$ cat config.mk
export PLATFORM = sky130hd
export DESIGN_NAME = jtag_chk_ctrl
export DESIGN_NICKNAME = d
export VERILOG_FILES = /design/src/rtl/jtag_chk_pkg.sv /design/src/rtl/jtag_chk_ctrl.sv
export SDC_FILE = /design/constraint.sdc
export NUM_CORES = 1
export LEC_CHECK = 0
export BUFFER_PORTS_ARGS = -buffer_cell sky130_fd_sc_hd__buf_2
export CAP_MARGIN = 20
export CORE_ASPECT_RATIO = 1.75
export CORE_MARGIN = 1.5
export CORE_UTILIZATION = 45
export CTS_BUF_LIST = sky130_fd_sc_hd__clkbuf_4 sky130_fd_sc_hd__clkbuf_8
export DETAILED_ROUTE_END_ITERATION = 16
export PLACE_DENSITY = 0.66
export SYNTH_ARGS = -nofsm -noshare
export SYNTH_HDL_FRONTEND = slang
export SYNTH_SLANG_ARGS = --single-unit
export TNS_END_PERCENT = 100
$ cat constraint.sdc
create_clock -name clk -period 2.01 [get_ports clk]
set_input_delay 0.3015 -clock clk [delete_from_list [all_inputs] [get_ports clk]]
set_output_delay 0.3015 -clock clk [all_outputs]
set_load 0.01 [all_outputs]
$ cat src/rtl/jtag_chk_pkg.sv
`timescale 1ns/1ps
package jtag_chk_pkg;

  // Strobes from the sequencer to the compare datapath
  typedef struct packed {
    logic clear;     // run accepted: wipe results
    logic sample;    // rising tck inside the capture window
    logic trialEnd;  // falling tck of the last pulse of a trial
    logic runEnd;    // last trial of the run is ending
  } chkStrobe_t;

  // Fixed pulse counts of the scripted sequence
  localparam int RESET_PULSES = 5;
  localparam int IDLE_PULSES  = 1;
  localparam int SCAN_LEAD    = 4;  // two high, two low before shifting
  localparam int SCAN_TAIL    = 3;  // exit, update, back to idle
  localparam int OVERHEAD     = RESET_PULSES + IDLE_PULSES + SCAN_LEAD + SCAN_TAIL - 1;

endpackage

$ cat src/rtl/jtag_chk_ctrl.sv
`timescale 1ns/1ps
module jtag_chk_ctrl
  import jtag_chk_pkg::*;
#(
  parameter int DEV_COUNT = 2,
  parameter int IR_LEN    = 8,
  parameter int LOOP_W    = 16
) (
  input  logic              clk,
  input  logic              rstN,
  input  logic              start,
  input  logic [LOOP_W-1:0] loopCount,
  input  logic              halfDone,
  output logic              tck,
  output logic              tms,
  output logic              tdi,
  output logic              busy,
  output logic              done,
  output chkStrobe_t        strobe
);
  localparam int BITS    = DEV_COUNT * IR_LEN;
  localparam int PULSES  = OVERHEAD + BITS;
  localparam int PW      = $clog2(PULSES);
  localparam logic [PW-1:0] LAST_IDX  = PW'(PULSES - 1);
  localparam logic [PW-1:0] WIN_FIRST = PW'(RESET_PULSES + IDLE_PULSES + SCAN_LEAD);
  localparam logic [PW-1:0] WIN_LAST  = PW'(RESET_PULSES + IDLE_PULSES + SCAN_LEAD + BITS - 1);

  typedef enum logic [1:0] {ST_IDLE, ST_LOW, ST_HIGH} ctrlState_t;

  ctrlState_t        state;
  logic [PW-1:0]     pulseIdx;
  logic [LOOP_W-1:0] trialsLeft;
  logic              tckR, tmsR, tdiR, doneR;
  logic              startOk, lastPulse, inWindow;

  // Mode-select level for a given pulse of the trial script
  function automatic logic tmsFor(input logic [PW-1:0] idx);
    logic lvl;
    if (idx < PW'(RESET_PULSES))                          lvl = 1'b1;
    else if (idx < PW'(RESET_PULSES + IDLE_PULSES))       lvl = 1'b0;
    else if (idx < PW'(RESET_PULSES + IDLE_PULSES + 2))   lvl = 1'b1;
    else if (idx > WIN_LAST - PW'(1) && idx < LAST_IDX)   lvl = 1'b1;
    else                                                  lvl = 1'b0;
    return lvl;
  endfunction

  assign startOk   = start && (state == ST_IDLE);
  assign lastPulse = (pulseIdx == LAST_IDX);
  assign inWindow  = (pulseIdx >= WIN_FIRST) && (pulseIdx <= WIN_LAST);

  always_comb begin
    strobe          = '0;
    strobe.clear    = startOk;
    strobe.sample   = (state == ST_LOW) && halfDone && inWindow;
    strobe.trialEnd = (state == ST_HIGH) && halfDone && lastPulse;
    strobe.runEnd   = strobe.trialEnd && (trialsLeft == LOOP_W'(1));
  end

  always_ff @(posedge clk) begin
    if (!rstN) begin
      state      <= ST_IDLE;
      pulseIdx   <= '0;
      trialsLeft <= '0;
      tckR       <= 1'b0;
      tmsR       <= 1'b0;
      tdiR       <= 1'b0;
      doneR      <= 1'b0;
    end else begin
      doneR <= 1'b0;
      unique case (state)
        ST_IDLE: begin
          if (startOk) begin
            if (loopCount == '0) begin
              doneR <= 1'b1;
            end else begin
              state      <= ST_LOW;
              pulseIdx   <= '0;
              trialsLeft <= loopCount;
              tmsR       <= tmsFor('0);
              tdiR       <= 1'b1;
            end
          end
        end
        ST_LOW: begin
          if (halfDone) begin
            tckR  <= 1'b1;
            state <= ST_HIGH;
          end
        end
        ST_HIGH: begin
          if (halfDone) begin
            tckR <= 1'b0;
            if (lastPulse) begin
              pulseIdx <= '0;
              if (trialsLeft == LOOP_W'(1)) begin
                state <= ST_IDLE;
                doneR <= 1'b1;
                tdiR  <= 1'b0;
                tmsR  <= 1'b0;
              end else begin
                trialsLeft <= trialsLeft - 1'b1;
                tmsR       <= tmsFor('0);
                state      <= ST_LOW;
              end
            end else begin
              pulseIdx <= pulseIdx + 1'b1;
              tmsR     <= tmsFor(PW'(pulseIdx + 1'b1));
              state    <= ST_LOW;
            end
          end
        end
        default: state <= ST_IDLE;
      endcase
    end
  end

  assign tck  = tckR;
  assign tms  = tmsR;
  assign tdi  = tdiR;
  assign busy = (state != ST_IDLE);
  assign done = doneR;
endmodule

==> metrics <==
status completed; LEAKAGE between 0.9 and 1 nW; gpl congestion ~0.83; Async SR Flop Fraction 0; Vias per Instance approximately 6; R2R Setup Slk ~0.12 ns; clock skew about 0.0017 ns; Reg clk slew, reported paths around 0.09 ns; synthesized area per cell 7.66 µm²; io pins 29; core area between 4000 and 5000 µm²; number of max-cap violations 0; Vias 1,987; Crit Path Max Fanout 5; gr ovfl total 0; critical path cell sequence buf_4 -> inv_1 -> ha_1 -> a21oi_1 -> o211ai_1 -> o21ai_0 -> nor3_1 -> buf_2; min-delay src loopCount[0]; Crit path arrival time between 1.5 and 2 ns; top achievable clock speed 523 MHz; first-pass GRT wire length about 8.4 mm; Root Driver clkbuf_8; port bufs 28; Initial Util 0.463; H-tree Lvls 1; Max Slew Vio Count 0; area grow syn2layout 22.3%; layout cells sized above 1 0.282; EDFF count, synth 0; Routed WL between 5 and 6 mm; largest net degree at the start of global routing between 40 and 50; worst-case clock buffer depth 2; DRC errors left 0; commonest cells after routing, fill and taps aside 30 x buf_4, 28 x buf_2, 27 x dfxtp_1, 26 x a21oi_1, 25 x nor2_1; row count 31; fin util 0.566; Pwr Density just under 600 nW/µm²; multi-input logic area about 1200 µm²; TritonCTS clock tree yes; Min Hold Slack around 0.35 ns; cell taking the most area after synthesis dfxtp_1; Fill cells about 430; Seq/Total Area, Yosys 0.287; First DRT Iteration DRCs 56; Syn Inst Count ~250; Worst setup EP type output port; reg-to-reg endpoint trialsLeft[6]$_SDFFE_PN0P_; leading cell type in the layout, fill and taps excluded buf_4; critical path class reg2out; number of diodes 0; Reg2Reg Depth 7; CP max-delay cell dfxtp_1; GRT Overall Usage 0.237; flops & latches, synth 27; DP HPWL between 3 and 4 mm; clock sink count 27; VDD IR max ~370 µV; CP Launch Type flip-flop; DIE WIDTH between 50 and 60 µm; DRT Pass-1 Iters 4; vias in the first global route 1,896; CTS Hold Bufs 0; initial antenna violation count 0; fin crit share 0.951; Skew-Pair Late Insertion Delay 0.27 ns; top cell type's share of synthesized area 0.287; number of distinct library cells after synthesis 52; Post-synth top flop dfxtp_1; Post-Syn Area approximately 1900 µm²; Synthesized Nets between 200 and 300; relative slew slack 0.475; Total Die Area around 4600 µm²; final layout net count ~320; hold depth 3; CP peak stage delay 0.35 ns; Antenna Violating Nets Remaining 0; RR Startpoint trialsLeft[10]$_SDFFE_PN0P_; die height between 80 and 90 µm; Sequential cell area between 500 and 600 µm²; Setup violations, final 0; YS warnings 0; worst min-delay path category in2reg; Worst Tran Pin Value between 0.7 and 0.8 ns; TritonCTS Buffers 3; endpoints failing hold 0; required time worst endpoint ~1.7 ns; DR WL/cell 15.2 µm; hold worst-path end trialsLeft[0]$_SDFFE_PN0P_; Area contributors post-synth dfxtp_1 29%, a21oi_1 6.9%, nor2_1 5.0%, nand2_1 4.8%, ha_1 3.3%; post-route minimum period approximately 1.9 ns
worst max path at each step:
stage,endpoint,startpoint,slack [ns]
after floorplan,trialsLeft[1]$_SDFFE_PN0P_,pulseIdx[0]$_SDFFE_PN0P_,0.26
after global placement,trialsLeft[6]$_SDFFE_PN0P_,loopCount[11],0.15
after detailed placement,trialsLeft[6]$_SDFFE_PN0P_,loopCount[11],0.11
after CTS,strobe[0],trialsLeft[1]$_SDFFE_PN0P_,0.0008
after global routing,strobe[0],trialsLeft[1]$_SDFFE_PN0P_,-0.01
final,strobe[2],pulseIdx[1]$_SDFFE_PN0P_,0.1
critical path: cells and delay by family, from the launching register on:
kind            cells  cell delay, ns
compound gates      3            0.29
fa+ha+maj           1            0.14
buf+inv             3            0.39
flops               1            0.35
simple gates        1            0.15
Yosys cell counts, types with 3 or more instances:
cell       number
nand3_1         3
nand3b_1        3
nor2b_1         4
o211ai_1        6
or3_1           5
nor2_1         25
inv_1           8
o21a_1          4
buf_2           4
nor4_1          6
clkbuf_1       10
o2111ai_1       3
o31ai_1         6
nand2_1        24
dfxtp_1        27
o21ai_0         9
xnor2_1         3
ha_1            5
nor3_1          7
a21oi_1        26
nand4_1         5
o21ai_1         6
nand2b_1        6
flip-flops by register name, summed over array words and instances (netlist names):
| register | cells |
|---|---|
| state | 2 |
| pulseIdx | 5 |
| trialsLeft | 16 |
| done | 1 |
| tdi | 1 |
| tck | 1 |
| tms | 1 |
layout make-up:
class / count / area share
clock buffers: 4 / 0.0212
inverters: 8 / 0.0130
multi-input cells: 193 / 0.538
flip-flops and latches: 27 / 0.234
well taps: 49 / 0.0266
repair buffers: 59 / 0.167
metrics by stage:
stage | setup TNS [ns] | std cells | instance area, µm² | power [mW] | worst slack, ns
after floorplan | 0 | 246 | 1890 | 0.882 | 0.256
after global placement | 0 | 331 | 2200 | 1.03 | 0.146
after detailed placement | 0 | 331 | 2200 | 1.03 | 0.113
after CTS | 0 | 335 | 2250 | 1.35 | 0.000847
after global routing | -0.0151 | 340 | 2310 | 1.44 | -0.0107
final | 0 | 340 | 2310 | 1.36 | 0.0977
report_power, final:
part / internal, mW / total (mW) / leakage [nW] / switching, mW
clock network: 0.155 / 0.322 / 0.0262 / 0.166
logic: 0.192 / 0.423 / 0.677 / 0.231
registers: 0.571 / 0.615 / 0.221 / 0.0435
per-layer routing:
metal  vias up  routed length, µm  share of wire  GRT usage
met1       945               2030           0.39      0.246
met4         0                 56          0.011     0.0837
met5         -                  0              0          0
met2        42               2960           0.57      0.472
li1        996                  -              -          -
met3         4                140          0.027     0.0220
logic make-up (layout without fill, tap and decap cells):
kind of cell | Yosys count | count (layout) | synth area share
AOI/OAI and AO/OA | 78 | 78 | 0.279
muxes | 1 | 1 | 0.00597
adders and majority gates | 5 | 5 | 0.0332
xor gates and xnor gates | 3 | 3 | 0.0139
buffers and inverters | 26 | 71 | 0.0664
and+or+nand+nor | 106 | 106 | 0.315
DFF | 27 | 27 | 0.287
what timing repair did:
item / 4_1_cts / 5_1_grt
endpoints found under the hold margin: 0 / 0
endpoints found under the setup margin: 1 / 12
resized for setup: 1 / 3
setup buffers: 0 / 5
pin swaps: 0 / 3
Note: power is estimated with default switching activity, not from simulation.
